==> src/rtl/pw_pkg.sv <==
package pw_pkg;
  localparam int PG_SHIFT = 12;
  localparam int IDX_W    = 9;

  typedef enum logic [1:0] {
    PG_4K = 2'd0,
    PG_2M = 2'd1,
    PG_1G = 2'd2
  } pg_size_e;

  typedef enum logic [1:0] {
    ST_IDLE  = 2'd0,
    ST_ISSUE = 2'd1,
    ST_WAIT  = 2'd2
  } walk_st_e;
endpackage

==> src/rtl/pw_entry_addr.sv <==
module pw_entry_addr #(
  parameter int VA_W     = 48,
  parameter int PA_W     = 52,
  parameter int LEVELS   = 4,
  parameter int PG_SHIFT = 12,
  parameter int IDX_W    = 9,
  parameter int LVL_W    = 3
) (
  input  logic [PA_W-PG_SHIFT-1:0] base,
  input  logic [VA_W-1:0]          lin,
  input  logic [LVL_W-1:0]         lvl,
  output logic [PA_W-1:0]          addr
);
  localparam int ESZ_SH = PG_SHIFT - IDX_W;

  logic [IDX_W-1:0] idx_tab [LEVELS];
  logic [IDX_W-1:0] idx;

  for (genvar g = 0; g < LEVELS; g++) begin : g_idx
    assign idx_tab[g] = lin[PG_SHIFT + IDX_W*(g+1) - 1 -: IDX_W];
  end

  always_comb begin
    idx = '0;
    for (int i = 0; i < LEVELS; i++) begin
      if (lvl == LVL_W'(i + 1)) idx = idx_tab[i];
    end
  end

  assign addr = {base, idx, {ESZ_SH{1'b0}}};

  logic unused_lo;
  assign unused_lo = ^lin[PG_SHIFT-1:0];
endmodule

==> src/rtl/pw_compose.sv <==
module pw_compose #(
  parameter int VA_W     = 48,
  parameter int PA_W     = 52,
  parameter int ENT_W    = 64,
  parameter int PG_SHIFT = 12,
  parameter int IDX_W    = 9
) (
  input  logic [ENT_W-1:0] entry,
  input  logic [VA_W-1:0]  lin,
  input  logic [1:0]       size,
  output logic [PA_W-1:0]  pa
);
  import pw_pkg::*;
  localparam int SH_2M = PG_SHIFT + IDX_W;
  localparam int SH_1G = PG_SHIFT + 2*IDX_W;

  always_comb begin
    case (size)
      PG_1G:   pa = {entry[PA_W-1:SH_1G], lin[SH_1G-1:0]};
      PG_2M:   pa = {entry[PA_W-1:SH_2M], lin[SH_2M-1:0]};
      default: pa = {entry[PA_W-1:PG_SHIFT], lin[PG_SHIFT-1:0]};
    endcase
  end

  logic unused_bits;
  assign unused_bits = ^{entry[ENT_W-1:PA_W], entry[PG_SHIFT-1:0], lin[VA_W-1:SH_1G]};
endmodule

==> src/rtl/page_walker.sv <==
module page_walker #(
  parameter int LIN_W  = 64,
  parameter int VA_W   = 48,
  parameter int PA_W   = 52,
  parameter int ENT_W  = 64,
  parameter int LEVELS = 4
) (
  input  logic             clk,
  input  logic             rst_n,
  input  logic             req_valid,
  output logic             req_ready,
  input  logic [LIN_W-1:0] req_lin,
  input  logic [PA_W-1:0]  req_root,
  output logic             mem_req_valid,
  input  logic             mem_req_ready,
  output logic [PA_W-1:0]  mem_req_addr,
  input  logic             mem_rsp_valid,
  input  logic [ENT_W-1:0] mem_rsp_data,
  output logic             done,
  output logic [PA_W-1:0]  resp_pa,
  output logic [1:0]       resp_size,
  output logic [2:0]       resp_level,
  output logic             resp_fault,
  output logic             resp_noncanon
);
  import pw_pkg::*;
  localparam int BASE_W = PA_W - PG_SHIFT;
  localparam int LVL_W  = 3;
  localparam int BIT_PS = 7;

  walk_st_e          state_q, state_d;
  logic [LVL_W-1:0]  lvl_q, lvl_d;
  logic [BASE_W-1:0] base_q, base_d;
  logic [VA_W-1:0]   lin_q, lin_d;
  logic              done_q, done_d;
  logic [PA_W-1:0]   pa_q, pa_d;
  logic [1:0]        size_q, size_d;
  logic [LVL_W-1:0]  rlvl_q, rlvl_d;
  logic              fault_q, fault_d;
  logic              nc_q, nc_d;
  logic              fin;
  logic [1:0]        cmp_size;
  logic [PA_W-1:0]   cmp_pa;
  logic              canon;

  pw_entry_addr #(
    .VA_W(VA_W), .PA_W(PA_W), .LEVELS(LEVELS),
    .PG_SHIFT(PG_SHIFT), .IDX_W(IDX_W), .LVL_W(LVL_W)
  ) u_eaddr (
    .base(base_q), .lin(lin_q), .lvl(lvl_q), .addr(mem_req_addr)
  );

  pw_compose #(
    .VA_W(VA_W), .PA_W(PA_W), .ENT_W(ENT_W),
    .PG_SHIFT(PG_SHIFT), .IDX_W(IDX_W)
  ) u_comp (
    .entry(mem_rsp_data), .lin(lin_q), .size(cmp_size), .pa(cmp_pa)
  );

  assign canon = (&req_lin[LIN_W-1:VA_W-1]) | ~(|req_lin[LIN_W-1:VA_W-1]);

  always_comb begin
    state_d  = state_q;
    lvl_d    = lvl_q;
    base_d   = base_q;
    lin_d    = lin_q;
    done_d   = 1'b0;
    pa_d     = pa_q;
    size_d   = size_q;
    rlvl_d   = rlvl_q;
    fault_d  = fault_q;
    nc_d     = nc_q;
    fin      = 1'b0;
    cmp_size = PG_4K;
    case (state_q)
      ST_IDLE: begin
        if (req_valid) begin
          lin_d = req_lin[VA_W-1:0];
          if (!canon) begin
            done_d  = 1'b1;
            nc_d    = 1'b1;
            fault_d = 1'b0;
            rlvl_d  = '0;
            pa_d    = '0;
            size_d  = PG_4K;
          end else begin
            base_d  = req_root[PA_W-1:PG_SHIFT];
            lvl_d   = LVL_W'(LEVELS);
            state_d = ST_ISSUE;
          end
        end
      end
      ST_ISSUE: begin
        if (mem_req_ready) state_d = ST_WAIT;
      end
      ST_WAIT: begin
        if (mem_rsp_valid) begin
          if (!mem_rsp_data[0]) begin
            fin     = 1'b1;
            fault_d = 1'b1;
            pa_d    = '0;
            size_d  = PG_4K;
          end else if (lvl_q == LVL_W'(1)) begin
            fin      = 1'b1;
            cmp_size = PG_4K;
          end else if (lvl_q == LVL_W'(2) && mem_rsp_data[BIT_PS]) begin
            fin      = 1'b1;
            cmp_size = PG_2M;
          end else if (lvl_q == LVL_W'(3) && mem_rsp_data[BIT_PS]) begin
            fin      = 1'b1;
            cmp_size = PG_1G;
          end else begin
            base_d  = mem_rsp_data[PA_W-1:PG_SHIFT];
            lvl_d   = lvl_q - LVL_W'(1);
            state_d = ST_ISSUE;
          end
          if (fin) begin
            done_d  = 1'b1;
            nc_d    = 1'b0;
            rlvl_d  = lvl_q;
            state_d = ST_IDLE;
            if (mem_rsp_data[0]) begin
              fault_d = 1'b0;
              pa_d    = cmp_pa;
              size_d  = cmp_size;
            end
          end
        end
      end
      default: state_d = ST_IDLE;
    endcase
  end

  always_ff @(posedge clk or negedge rst_n) begin
    if (!rst_n) begin
      state_q <= ST_IDLE;
      lvl_q   <= '0;
      base_q  <= '0;
      lin_q   <= '0;
      done_q  <= 1'b0;
      pa_q    <= '0;
      size_q  <= '0;
      rlvl_q  <= '0;
      fault_q <= 1'b0;
      nc_q    <= 1'b0;
    end else begin
      state_q <= state_d;
      lvl_q   <= lvl_d;
      base_q  <= base_d;
      lin_q   <= lin_d;
      done_q  <= done_d;
      if (done_d) begin
        pa_q    <= pa_d;
        size_q  <= size_d;
        rlvl_q  <= rlvl_d;
        fault_q <= fault_d;
        nc_q    <= nc_d;
      end
    end
  end

  assign req_ready     = (state_q == ST_IDLE);
  assign mem_req_valid = (state_q == ST_ISSUE);
  assign done          = done_q;
  assign resp_pa       = pa_q;
  assign resp_size     = size_q;
  assign resp_level    = rlvl_q;
  assign resp_fault    = fault_q;
  assign resp_noncanon = nc_q;

  logic unused_root;
  assign unused_root = ^req_root[PG_SHIFT-1:0];
endmodule

==> config.mk <==
export PLATFORM = sky130hd
export DESIGN_NAME = page_walker
export DESIGN_NICKNAME = d
export VERILOG_FILES = /design/src/rtl/pw_pkg.sv /design/src/rtl/pw_entry_addr.sv /design/src/rtl/pw_compose.sv /design/src/rtl/page_walker.sv
export SDC_FILE = /design/constraint.sdc
export NUM_CORES = 1
export LEC_CHECK = 0
export BUFFER_PORTS_ARGS = -buffer_cell sky130_fd_sc_hd__buf_2
export CAP_MARGIN = 5
export CORE_MARGIN = 8
export CORE_UTILIZATION = 40
export DETAILED_ROUTE_END_ITERATION = 10
export GPL_TIMING_DRIVEN = 0
export PLACE_DENSITY = 0.7
export SETUP_SLACK_MARGIN = 0.2
export SLEW_MARGIN = 30
export SYNTH_ARGS = -nofsm -noshare
export SYNTH_HDL_FRONTEND = slang
export SYNTH_SLANG_ARGS = --single-unit
==> constraint.sdc <==
create_clock -name clk -period 2.6 [get_ports clk]
set_clock_uncertainty 0.05 [all_clocks]
set_input_delay 0 -clock clk [delete_from_list [all_inputs] [get_ports clk]]
set_output_delay 0 -clock clk [all_outputs]
set_load 0.02 [all_outputs]
==> impl_metrics.ini <==
[synthesis]
netlist_instances = 820
async_flop_share = 1.00
ys_seq_area_frac = 0.484
synth_top_flop_cell = dfrtp_1
synth_edf_count = 0
synthDistinctLibCells = 50
yosys_warnings = 0
netlist_area_mm2 = 0.00791
ys_ff_latch = 153
synth.avg_cell_area_um2 = 9.64

[place]
dp_slack_ps = -360
io_buffers = 261
hpwl_mm = 20.0
place.gp.congestion = 0.835
place_area_mm2 = 0.00963

[floorplanning]
die-area_mm2 = 0.0245
rows = 51
die_x_um = 157
coreArea_mm2 = 0.0195
start_util = 0.406
io_pins = 299
fp.dieH_um = 157

[route]
dr_wl_met2_mm = 14.1
antenna_left = 0
viasPerCell = 5.22
drtIter0Drc = 494
post-route-drc-count = 0
vias = 8026
dr_wl_met3_mm = 1.90
wl_per_cell_um = 19.0
first_pass_iters = 6
maxUsedRoutingLayer = met4
routed_wl_mm = 29.2
met1_length_mm = 12.1

[sta]
rsz0062_at_grt = yes
fin_crit_ps = 2460
tightest_slew_ps = 716
timing.final.ws_setup_ps = 139
slew_headroom = 0.523
slew_violations = 0
fmaxAchievable_ghz = 0.406
setup_viol = 0
layout_worst_path_cycle_share = 0.946
hold_ws_ps = 2.66
hold_violations = 0

[layout]
multi_input_area_mm2 = 0.00380
regArea_mm2 = 0.00383
filler_cell_count = 1601
drive_gt1_frac = 0.364
nets = 1452
finish.utilization = 0.612
final_common_cell = buf_2
layout_common_cells = buf_2 (277), nand2_1 (166), dfrtp_1 (152), dlygate4sd3_1 (133), nor2_1 (123)
area_growth_pct = 50.5
final_area_mm2 = 0.0119

[pwr]
switching_share = 0.432
p_int_mw = 6.95
powerDensity_mw_per_mm2 = 1030
p_seq_frac = 0.312
clockPowerShare = 0.199
ir_drop_mv = 0.578
power.share.combinational = 0.489
total_power_mw = 12.2
p_sw_mw = 5.29
p_leak_nw = 5.85

[worst_setup_path]
slowest_delay_ps = 370
crit_arrival_ps = 2770
start_kind = flop
crit_chain = buf_6, nor2b_4, nand4b_1, nor3b_4, nand3b_1, buf_4, buf_6, buf_6, buf_6, buf_6, buf_6, buf_6, buf_6, buf_6, o21ai_2
slowest_stage = dfrtp_1
cpMostUsedCell = buf_6
cp_data_required_time_ps = 2910
crit_fanout = 3
path_class = flop to flop
cp-end-kind = flop

[grt]
grt_max_degree = 61
grt_util_all_layers = 0.235
antenna_found_initial = 1
grt_first_pass_wirelength_mm = 45.0
grt_pass1_vias = 8308
overflow = 0

[clocking]
cts_num_sinks = 153
clk_latency_ps = 430
cts_root_buffer = clkbuf_16
clk_path_buf_depth = 2
htree_levels = 4
path_clk_slew_ps = 60
numCtsBuffers = 17
cts_tree = done

[hold_path]
min_path_type = input pin to asynchronous set/reset pin

[job]
drv_cap = 0

[outcome]
status = finished clean
-- critical path: cells and delay by family (launching register included) --
| family | cells | cell delay [ps] |
|---|---|---|
| AND/OR/NAND/NOR | 4 | 790 |
| flip-flops | 1 | 370 |
| AO/OA/AOI/OAI | 1 | 40 |
| buffers and inverters | 10 | 1120 |
-- final timing paths --
kind | cells after the start | slack [ps] | end | start
worst max-delay path | 15 | 140 | resp_size[1] | state_q[0]
worst min-delay path | 2 | 3 | lin_q[43] | rst_n
worst max register to register | 15 | 140 | resp_size[1] | state_q[0]
worst min register to register | 2 | 430 | lin_q[41] | lin_q[41]
max in group asynchronous | 3 | 1870 | base_q[2] | rst_n
min in group clk | 4 | 10 | resp_size[0] | mem_rsp_data[7]
-- cell type report --
type	instances	area share
Antenna cell	1	0.000210
Clock inverter	15	0.0120
Clock buffer	17	0.0357
Buffer	68	0.0346
Sequential cell	153	0.322
Timing Repair Buffer	418	0.246
Tap cell	265	0.0279
Inverter	7	0.00242
Multi-Input combinational cell	595	0.319
-- metrics by stage --
stage | std cells | setup TNS [ps]
finish | 1539 | 0
global placement | 1348 | -145310
floorplan | 822 | 0
global route | 1539 | 0
detailed placement | 1350 | -5230
CTS | 1534 | 0
-- power groups by stage --
stage	Combinational [mW]	Sequential, mW	Clock [mW]
floorplan	3.43	4.14	0
global placement	5.44	3.82	0
detailed placement	5.58	3.83	0
CTS	5.93	3.80	2.47
global route	6.52	3.90	2.58
finish	5.98	3.82	2.44
-- sequential cells by signal, summed over array words and instances (netlist names), 2 cells and up --
| signal | cells |
|---|---|
| resp_pa | 52 |
| lin_q | 48 |
| base_q | 40 |
| lvl_q | 3 |
| resp_level | 3 |
| resp_size | 2 |
| state_q | 2 |
-- cells by family (layout without fill, tap and decap cells) --
| group | after synthesis | after routing | synth area share |
|---|---|---|---|
| AOI/OAI and AO/OA | 159 | 159 | 0.174 |
| other | 1 | 4 | 0.000474 |
| adders and majority gates | 7 | 7 | 0.0111 |
| buffers and inverters | 75 | 525 | 0.0487 |
| muxes | 40 | 40 | 0.0741 |
| DFF | 153 | 153 | 0.484 |
| and+or+nand+nor | 385 | 386 | 0.207 |
-- cell usage after synthesis, types with 4 or more instances --
cell / instances / area [um^2]
a211oi_1: 5 / 37.5
a211oi_2: 36 / 450
a21oi_1: 21 / 105
a22o_1: 34 / 298
a22oi_1: 18 / 135
buf_1: 4 / 15.0
buf_2: 17 / 85.1
buf_6: 9 / 101
clkbuf_1: 34 / 128
dfrtp_1: 153 / 3830
ha_1: 7 / 87.6
inv_1: 5 / 18.8
mux2_1: 4 / 45.0
mux2_4: 36 / 541
nand2_1: 166 / 623
nand3_1: 13 / 65.1
nand3b_1: 11 / 82.6
nor2_1: 127 / 477
nor3_1: 42 / 210
o21ai_0: 10 / 50.1
o21ai_1: 4 / 20.0
o2bb2ai_1: 19 / 166
-- metal layers --
metal / vias to the layer above / global-route usage
li1: 3731 / -
met1: 3886 / 0.293
met2: 334 / 0.381
met3: 75 / 0.0554
met4: 0 / 0.103
met5: - / 0
-- what timing repair did --
item	CTS	global route
setup buffers	17	4
pin swaps	5	8
gates resized for setup	30	33
setup endpoints to repair	93	102
cloned	2	0
endpoints found under the hold margin	285	0
hold buffers	133	0
Power figures use the tool's default switching activity.
